[config.mk]
export PLATFORM = sky130hd
export DESIGN_NAME = xirq_flag_unit
export DESIGN_NICKNAME = d
export VERILOG_FILES = /design/src/rtl/xirq_pkg.sv /design/src/rtl/xirq_datapath.sv /design/src/rtl/xirq_control.sv /design/src/rtl/xirq_flag_unit.sv
export SDC_FILE = /design/constraint.sdc
export NUM_CORES = 1
export LEC_CHECK = 0
export BUFFER_PORTS_ARGS = -buffer_cell sky130_fd_sc_hd__buf_2
export CAP_MARGIN = 20
export CORE_AREA = 2 2 39 41
export CTS_CLUSTER_DIAMETER = 30
export DETAILED_ROUTE_END_ITERATION = 12
export DIE_AREA = 0 0 41 43
export PLACE_DENSITY = 0.53
export SETUP_SLACK_MARGIN = 0.3
export SLEW_MARGIN = 30
export SYNTH_ARGS = -nofsm -noshare
export SYNTH_HDL_FRONTEND = slang
export SYNTH_SLANG_ARGS = --single-unit
[constraint.sdc]
create_clock -name clk -period 2.2 [get_ports clk]
set_input_delay 0.22 -clock clk [delete_from_list [all_inputs] [get_ports clk]]
set_output_delay 0.22 -clock clk [all_outputs]
set_load 0.01 [all_outputs]
[src/rtl/xirq_pkg.sv]
package xirq_pkg;

  // Strobes sent from control to the datapath, one set per channel.
  typedef struct packed {
    logic sampleEn;   // take a new sample of the synchronised pin
    logic setFlag;    // force the latched flag high (wins over clear)
    logic clrFlag;    // force the latched flag low
    logic useLatch;   // present the latched flag instead of the level view
  } chStrobe_t;

  // Per-channel state the datapath exposes to control.
  typedef struct packed {
    logic syncLvl;    // synchroniser output (1 = inactive)
    logic newest;     // most recent strobed sample
  } chStatus_t;

endpackage

[src/rtl/xirq_datapath.sv]
module xirq_datapath
  import xirq_pkg::*;
#(
  parameter int NUM_CH      = 2,
  parameter int SYNC_STAGES = 2
) (
  input  logic                   clk,
  input  logic                   rstN,
  input  logic      [NUM_CH-1:0] extPinN,
  input  chStrobe_t [NUM_CH-1:0] ctrl,
  output chStatus_t [NUM_CH-1:0] status,
  output logic      [NUM_CH-1:0] reqFlag
);

  localparam int LAST_STAGE = SYNC_STAGES - 1;

  for (genvar g = 0; g < NUM_CH; g++) begin : gCh
    logic [SYNC_STAGES-1:0] syncChain;
    logic                   newest;
    logic                   older;
    logic                   latched;
    logic                   levelView;

    // Synchroniser: resets to the inactive level so an idle pin shows no edge.
    always_ff @(posedge clk or negedge rstN) begin
      if (!rstN) begin
        syncChain <= '1;
      end else begin
        syncChain <= {syncChain[SYNC_STAGES-2:0], extPinN[g]};
      end
    end

    // Two-deep sample history, advanced only on machine-cycle strobes.
    always_ff @(posedge clk or negedge rstN) begin
      if (!rstN) begin
        newest <= 1'b1;
        older  <= 1'b1;
      end else if (ctrl[g].sampleEn) begin
        newest <= syncChain[LAST_STAGE];
        older  <= newest;
      end
    end

    // Latched request flag: set has priority over clear.
    always_ff @(posedge clk or negedge rstN) begin
      if (!rstN) begin
        latched <= 1'b0;
      end else if (ctrl[g].setFlag) begin
        latched <= 1'b1;
      end else if (ctrl[g].clrFlag) begin
        latched <= 1'b0;
      end
    end

    always_comb begin
      levelView      = ~newest & ~older;
      reqFlag[g]     = ctrl[g].useLatch ? latched : levelView;
      status[g].syncLvl = syncChain[LAST_STAGE];
      status[g].newest  = newest;
    end
  end

endmodule

[src/rtl/xirq_control.sv]
module xirq_control
  import xirq_pkg::*;
#(
  parameter int NUM_CH = 2
) (
  input  logic                   mcEn,
  input  logic      [NUM_CH-1:0] edgeMode,
  input  logic      [NUM_CH-1:0] vecAck,
  input  logic      [NUM_CH-1:0] swClr,
  input  logic      [NUM_CH-1:0] swSet,
  input  logic                   rxDone,
  input  logic                   txDone,
  input  chStatus_t [NUM_CH-1:0] status,
  output chStrobe_t [NUM_CH-1:0] ctrl,
  output logic                   serialReq
);

  for (genvar g = 0; g < NUM_CH; g++) begin : gCh
    logic edgeSeen;

    always_comb begin
      // Previous sample inactive, the value being sampled now active.
      edgeSeen         = mcEn & status[g].newest & ~status[g].syncLvl;
      ctrl[g].sampleEn = mcEn;
      ctrl[g].useLatch = edgeMode[g];
      ctrl[g].setFlag  = edgeMode[g] & (edgeSeen | swSet[g]);
      // Level mode holds the latch empty, so entering edge mode starts clean.
      ctrl[g].clrFlag  = ~edgeMode[g] | vecAck[g] | swClr[g];
    end
  end

  // Serial request: no hardware clear path at all.
  assign serialReq = rxDone | txDone;

endmodule

[src/rtl/xirq_flag_unit.sv]
module xirq_flag_unit
  import xirq_pkg::*;
#(
  parameter int NUM_CH      = 2,
  parameter int SYNC_STAGES = 2
) (
  input  logic              clk,
  input  logic              rstN,
  input  logic              mcEn,
  input  logic [NUM_CH-1:0] extPinN,
  input  logic [NUM_CH-1:0] edgeMode,
  input  logic [NUM_CH-1:0] vecAck,
  input  logic [NUM_CH-1:0] swClr,
  input  logic [NUM_CH-1:0] swSet,
  input  logic              rxDone,
  input  logic              txDone,
  output logic [NUM_CH-1:0] reqFlag,
  output logic              serialReq
);

  chStrobe_t [NUM_CH-1:0] ctrlBus;
  chStatus_t [NUM_CH-1:0] statusBus;

  xirq_control #(
    .NUM_CH(NUM_CH)
  ) u_ctrl (
    .mcEn      (mcEn),
    .edgeMode  (edgeMode),
    .vecAck    (vecAck),
    .swClr     (swClr),
    .swSet     (swSet),
    .rxDone    (rxDone),
    .txDone    (txDone),
    .status    (statusBus),
    .ctrl      (ctrlBus),
    .serialReq (serialReq)
  );

  xirq_datapath #(
    .NUM_CH      (NUM_CH),
    .SYNC_STAGES (SYNC_STAGES)
  ) u_dp (
    .clk     (clk),
    .rstN    (rstN),
    .extPinN (extPinN),
    .ctrl    (ctrlBus),
    .status  (statusBus),
    .reqFlag (reqFlag)
  );

endmodule

# Word level (Yosys, flattened, before mapping)

Index checks and enable logic that the tools add are counted.

$mul: 0
Add/subtract/negate cells: 0
Equal/unequal tests: 0
Magnitude comparators: 0
Shift operators: 0
Bitwise logic cells: 23
Divide/modulo/power cells: 0
Reductions and logical operators: 2
Muxes and demuxes: 6

Operators with widths:

| cell               | count |
|---|---|
| $and A1 B1 Y1      | 8 |
| $not A1 Y1         | 8 |
| $or A1 B1 Y1       | 7 |
| $mux W1            | 6 |
| $reduce_bool A2 Y1 | 2 |

Logic and storage cells: 39
Memories kept: 0
Output and inout port bits: 3
Memory bits (writable): 0
Register bits after elaboration: 10
Latch bits: 0
Bits of input ports: 15
ROM bits: 0

# Logic depth before layout (Yosys ltp)

Gate-level depths: netlist of run 1.

Word-level depth: 5
Depth in mapped cells: 2

# By module

A second synthesis of run 1 with hierarchy kept.

Cells, all modules: 41
Area total of the unflattened synthesis: 464.2 um2

By module, submodules not included:

| module        | seq. area each (um2) | cells each | area each (um2) | instances |
|---|---|---|---|---|
| xirq_datapath | 260.2                | 26         | 380.4           | 1 |
| xirq_control  | 0.0                  | 15         | 83.8            | 1 |

# Least setup slack after synthesis of run 1

Ideal clock, no wire load.

Path kind: reg-to-reg
Start: register u_dp.gCh[0].syncChain[1]
End: register u_dp.gCh[0].latched
Arrival time: 0.873 ns
Cell stages (with the launch flop): 3
Library setup time: 0.124 ns
Path buffers: 0
Slack: 1.203 ns
Period minus slack after synthesis: 0.997 ns
Cell sequence: dfstp_2 > and3b_1 > o31a_1

Word-level cells in the longest chain between the ends: 5

Ends and longest elaborated chain:

| element                                              | RTL line            | RTL |
|---|---|---|
| from (decl)                                          | xirq_datapath.sv:18 | `logic [SYNC_STAGES-1:0] syncChain;` |
| from (signal assigned)                               | xirq_datapath.sv:29 | `syncChain <= {syncChain[SYNC_STAGES-2:0], extPinN[g]};` |
| $not A1 Y1 *                                         | xirq_control.sv:23  | `edgeSeen = mcEn & status[g].newest & ~status[g].syncLvl;` |
| $and A1 B1 Y1 *                                      | xirq_control.sv:23  |  |
| $or A1 B1 Y1 *                                       | xirq_control.sv:26  | `ctrl[g].setFlag = edgeMode[g] & (edgeSeen \| swSet[g]);` |
| $and A1 B1 Y1 *                                      | xirq_control.sv:26  |  |
| $mux W1 / $reduce_bool A2 Y1 (equally long branches) | n/a                 |  |
| to (signal assigned)                                 | xirq_datapath.sv:47 | `latched <= 1'b0;` |
| to (signal assigned)                                 | xirq_datapath.sv:49 | `latched <= 1'b1;` |
| to (signal assigned)                                 | xirq_datapath.sv:51 | `latched <= 1'b0;` |
| to (decl)                                            | xirq_datapath.sv:21 | `logic latched;` |

Mark *: on every way between the ends. The rest lies on a longest branch, timed or not.
A chain may end at the register's enable or synchronous reset.

# Final worst setup path of run 1

Start: register u_dp.gCh[0].newest
End: output reqFlag[0]

Word-level cells in the longest chain between the ends: 3

Ends and longest elaborated chain:

| element                | RTL line             | RTL |
|---|---|---|
| from (decl)            | xirq_datapath.sv:19  | `logic newest;` |
| from (signal assigned) | xirq_datapath.sv:39  | `newest <= syncChain[LAST_STAGE];` |
| $not A1 Y1             | xirq_datapath.sv:56  | `levelView = ~newest & ~older;` |
| $and A1 B1 Y1          | xirq_datapath.sv:56  |  |
| $mux W1                | xirq_datapath.sv:57  | `reqFlag[g] = ctrl[g].useLatch ? latched : levelView;` |
| to (decl)              | xirq_flag_unit.sv:17 | `output logic [NUM_CH-1:0] reqFlag,` |

Every way passes these cells.

==> results.toml, run 1 <==
[worst_setup_path]
cp-end-kind = "output pin"
slowest_stage = "dfstp_2"
worstSetupStartpointType = "flip-flop"
critPathMaxStageDelay_ns = 0.37
crit_arrival_ns = 1.01
crit_family = "flip-flops"
crit_fanout = 4
r2r_start = "u_dp.gCh[1].syncChain[1]$_DFF_PN1_"
path_buf_inv = 1
required_ns = 1.98
startpoint = "u_dp.gCh[0].newest$_DFFE_PN1P_"
critPathKind = "reg -> out"
cp_cell_sequence = "o31ai_1 -> buf_2"

[job]
maxCapViolCount = 0

[routing]
detail_route.wl_per_cell_um = 10.4
drtPass1Iterations = 1
via_per_inst = 4.39
antenna_left = 0
routed_wl_um = 645
vias = 272
drt_iter0_markers = 0
drc = 0

[sta]
tns_ns = 0
rsz0062_at_grt = "false"
finalSetupViolCount = 0
fmax_mhz = 816
max_slew.worst_pin.slew_ns = 0.219
min_period_ns = 1.23
skew_ns = 0.00291
hold_viol = 0
final-max-slew-violation-count = 0
max-slew-margin-rel = 0.854
fin_crit_sh = 0.557

[global_route]
antenna_found_initial = 0
groute.usage.overall = 0.113
grt_pass1_wl_um = 1280
grt_pass1_vias = 316
grt_overflow = 0
grt_max_degree = 11

[synth]
synth.area.top_cells = "dfstp_2 55%, dfrtp_1 13%, mux2_2 12%"
synthArstFlopShare = 1.00
synth_seq_cells = 10
synthesis.nets = 40
syn-instance-count = 25
synth_area_per_cell_sq_um = 15.4
yosys.area.top_type = "dfstp_2"
synth_edf_count = 0
seq_area_frac_synth = 0.678
synth_flop_cell = "dfstp_2"
yosysMostFrequentCell = "dfstp_2"
yosysWarnings = 0
synth_cell_types = 9
synth_top_area_frac = 0.547
syn-cell-area_sq_um = 384
synthTopCellsByCount = "8 x dfstp_2, 4 x mux2_2"

[placement]
dp_cells = 58
port-buffer-count = 17
placed_area_sq_um = 489
place.gp.congestion = 0.605

[clocking]
htree_levels = 1
cts_resized = 0
clock_sinks = 10
clk_path_buf_depth = 2
insertion_delay_ns = 0.25
cts_tree = "built"
cts_root_buffer = "clkbuf_4"
path_clk_slew_ns = 0.06
cts_buffers = 3

[final_layout]
syn_to_final_growth_pct = 35.8
antenna_cells = 0
fin_area_sq_um = 522
fin_nets = 63
layout-drive-gt1-share = 0.717
fin_cells = 62
fill_cells = 142

[die]
die_h_um = 43
ios = 18
initial_core_util = 0.278
die_area_sq_mm = 0.00176
dieWidth_um = 41
rows = 14
coreArea_sq_mm = 0.00138

[hold_path]
hold_path_class = "in -> reg"
min-delay-start = "extPinN[1]"

[power]
irDropWorstVdd_mv = 0.328
power.leakage_uw = 0.000241
power_density_mw_per_mm2 = 727

[status]
status = "finished clean"
## worst paths after layout
kind,endpoint,slack [ns],cells after the start
min in group asynchronous,u_dp.gCh[1].latched$_DFFE_PN0P_,0.35,2
max in group asynchronous,u_dp.gCh[0].syncChain[1]$_DFF_PN1_,1.60,2
min reg2reg,u_dp.gCh[1].syncChain[1]$_DFF_PN1_,0.36,0
max reg2reg,u_dp.gCh[1].latched$_DFFE_PN0P_,1.17,2
max,reqFlag[0],0.97,2
min,u_dp.gCh[1].syncChain[0]$_DFF_PN1_,0.06,1
## metal layers
layer	part of all wire	vias up	GRT usage
met4	0	0	0.100
met2	0.64	5	0.191
met3	0.026	0	0.0314
met1	0.33	133	0.0990
li1	-	134	-
met5	0	-	0
## through the flow
stage	utilization	hold slack, ns	power, uW	worst slack (ns)
6_report	0.377	0.0599	379	0.975
5_1_grt	0.377	0.0350	407	0.930
4_1_cts	0.377	0.0429	391	0.949
3_5_place_dp	0.354	0.0876	267	1.17
3_3_place_gp	0.354	0.0783	262	1.19
2_1_floorplan	-	-0.0756	240	1.20
## flip-flops by register name, summed over array words and instances, names as in the netlist
signal	count
u_dp.gCh.newest	2
u_dp.gCh.syncChain	4
u_dp.gCh.latched	2
u_dp.gCh.older	2
## power by group
part | internal (uW) | switching [uW]
Sequential | 209 | 8.66
Combinational | 27.5 | 18.4
Clock | 62.6 | 52.6
## cells by family after synthesis
family             after synthesis  synth area share
AOI/OAI and AO/OA                4            0.0847
DFF                             10             0.678
muxes                            4             0.117
and+or+nand+nor                  7             0.121
## layout by cell type, fill, tap and decap left out
cell type and n:
clkbuf_4 3, dfstp_2 8, nand2_1 2, nor3b_1 2
buf_2 17, o31a_1 2, mux2_2 4, or2_2 1
dfrtp_1 2, dlygate4sd3_1 1, and3b_1 2, o31ai_1 2
## timing repair
item,in CTS,in global routing
hold buffers,1,0
endpoints found under the hold margin,2,0
setup buffers,0,0
## worst reg2reg max path: cells and delay by family, from the launching register on
kind             cells  cell delay, ns
AO/OA/AOI/OAI        1            0.23
flip-flops           1            0.52
AND/OR/NAND/NOR      1            0.16
## layout make-up
class,count,area [sq um],area share
Sequential cell,10,260,0.499
Multi-Input combinational cell,15,124,0.237
Timing Repair Buffer,18,95.1,0.182
Clock buffer,3,22.5,0.0432
Tap cell,16,20.0,0.0384
(Power assumes the default switching activity.)
==> run 2: changes to the inputs <==
--- a/config.mk
+++ b/config.mk
@@ -11,7 +11,7 @@
 export CTS_CLUSTER_DIAMETER = 30
 export DETAILED_ROUTE_END_ITERATION = 12
 export DIE_AREA = 0 0 41 43
-export PLACE_DENSITY = 0.53
+export PLACE_DENSITY = 0.55
 export SETUP_SLACK_MARGIN = 0.3
 export SLEW_MARGIN = 30
 export SYNTH_ARGS = -nofsm -noshare
==> constraint.sdc (replaced) <==
create_clock -name clk -period 1.1 [get_ports clk]
set_input_delay 0.11 -clock clk [delete_from_list [all_inputs] [get_ports clk]]
set_output_delay 0.11 -clock clk [all_outputs]
set_load 0.01 [all_outputs]
==> run 2 against run 1 <==
Compared with the run above:
- the flow now finishes with violations (setup timing)
- clock power increased by 110%
- hold slack improved by 0.019 ns
- critical endpoint unchanged
- first-iteration DRC count increased by 1
- critical path type unchanged
- count of clock-buffer cells in the layout unchanged
- register-to-register slack got worse by 1.1 ns
- combinational power increased to 2.5 times the previous value
- routed wire length decreased by 4.2%
- power increased by 110%
==> results.toml, run 2 (same netlist as run 1, synthesis figures left out) <==
[sta]
finalSetupViolCount = 2
whs_ns = 0.0791
fmax_mhz = 897
tns_ns = -0.0262
max-slew-margin-rel = 0.862
final-max-slew-violation-count = 0
fin_crit_sh = 1.01
min_period_ns = 1.11
setup_ws_ns = -0.0144
hold_viol = 0
skew_ns = 0.000268
max_slew.worst_pin.slew_ns = 0.207
rsz0062_at_grt = "true"

[routing]
routed_wl_um = 618
antenna_left = 0
detail_route.wl_per_cell_um = 9.51
drtPass1Iterations = 2
drt_iter0_markers = 1
drc = 0
via_per_inst = 4.37
vias = 284

[die]
coreArea_sq_mm = 0.00138
rows = 14
initial_core_util = 0.278
ios = 18
die_h_um = 43
dieWidth_um = 41
die_area_sq_mm = 0.00176

[status]
violations = "setup timing"
status = "finished with violations"

[worst_setup_path]
worstSetupStartpointType = "flip-flop"
crit_fanout = 2
crit_arrival_ns = 1.00
required_ns = 0.99
cp-end-kind = "output pin"
critPathKind = "reg -> out"

[placement]
place_ws_ns = 0.0707
place.gp.congestion = 0.565
placed_area_sq_um = 494
port-buffer-count = 17
dp_cells = 58

[clocking]
cts_root_buffer = "clkbuf_4"
htree_levels = 1
cts_buffers = 3
insertion_delay_ns = 0.26
path_clk_slew_ns = 0.06
cts_tree = "built"
clock_sinks = 10
clk_path_buf_depth = 2

[global_route]
grt_busiest_layer = "met2"
grt_util_met3 = 0.0157
grt_overflow = 0
grt_max_degree = 11
use_met1 = 0.0952
grt_pass1_wl_um = 945
antenna_found_initial = 0
grtUsageMet2 = 0.116
groute.usage.overall = 0.0817
grt_pass1_vias = 271

[final_layout]
regMostFlops = "u_dp.gCh.syncChain"
fin_cells = 65
fin_area_sq_um = 571
largest_register_ffs = 4
antenna_cells = 0
syn_to_final_growth_pct = 48.5
mostFrequentLayoutCell = "buf_2"
layout_common_cells = "17 x buf_2, 8 x dfstp_2, 3 x clkbuf_4, 3 x dlygate4sd3_1"
fin_nets = 66
layout-drive-gt1-share = 0.735

[job]
maxCapViolCount = 0

[power]
power.leakage_uw = 0.000267
irDropWorstVdd_mv = 0.534
power_density_mw_per_mm2 = 1390

[hold_path]
hold_path_class = "in -> reg"
==> run 2: cell count changes in the layout (fill, tap and decap cells not counted), sizes merged <==
cell         before  now
dlygate4sd3       1    3
buf              17   18
==> run 2: routing by layer <==
metal	part of all wire	vias up	routed length, um
met2	0.56	4	347
met3	0.026	0	16
met4	0	0	0
li1	-	140	-
met5	0	-	0
met1	0.41	140	254
==> run 2: path summary, 6_finish.rpt <==
kind,slack (ns),startpoint,cells after the start,to
max,-0.01,u_dp.gCh[0].older$_DFFE_PN1P_,2,reqFlag[0]
min,0.08,swSet[0],2,u_dp.gCh[0].latched$_DFFE_PN0P_
max reg2reg,0.06,u_dp.gCh[1].syncChain[1]$_DFF_PN1_,2,u_dp.gCh[1].latched$_DFFE_PN0P_
min reg2reg,0.36,u_dp.gCh[0].syncChain[0]$_DFF_PN1_,0,u_dp.gCh[0].syncChain[1]$_DFF_PN1_
max in group asynchronous,0.62,rstN,2,u_dp.gCh[0].syncChain[0]$_DFF_PN1_
min in group asynchronous,0.23,rstN,2,u_dp.gCh[1].latched$_DFFE_PN0P_
==> run 2: through the flow <==
step,util,total power [uW]
after floorplan,-,482
after global placement,0.357,534
after detailed placement,0.357,534
after CTS,0.401,789
after global routing,0.412,829
final,0.412,795
==> run 2: power by group <==
group,total (uW),switching [uW],leakage [uW],internal [uW]
combinational,117,42.3,0.000144,74.4
sequential,437,18.3,0.000109,419
clock,241,115,0.0000138,126
==> run 2: cell type report <==
type / instances / area, sq um
fillers: 140 / 813
clock buffers: 3 / 22.5
well taps: 16 / 20.0
multi-input cells: 15 / 141
repair buffers: 21 / 126
flip-flops and latches: 10 / 260
==> run 2: critical path, stage by stage (launching register included) <==
cell	delay (ns)
dfstp_2	0.37
o31ai_2	0.22
buf_2	0.16
==> run 2: repair_timing <==
action	in CTS	in global routing
pin swaps	1	1
buffers inserted	1	0
endpoints found under the setup margin	4	6
hold buffers	3	0
gates resized for setup	0	4
endpoints found under the hold margin	12	0
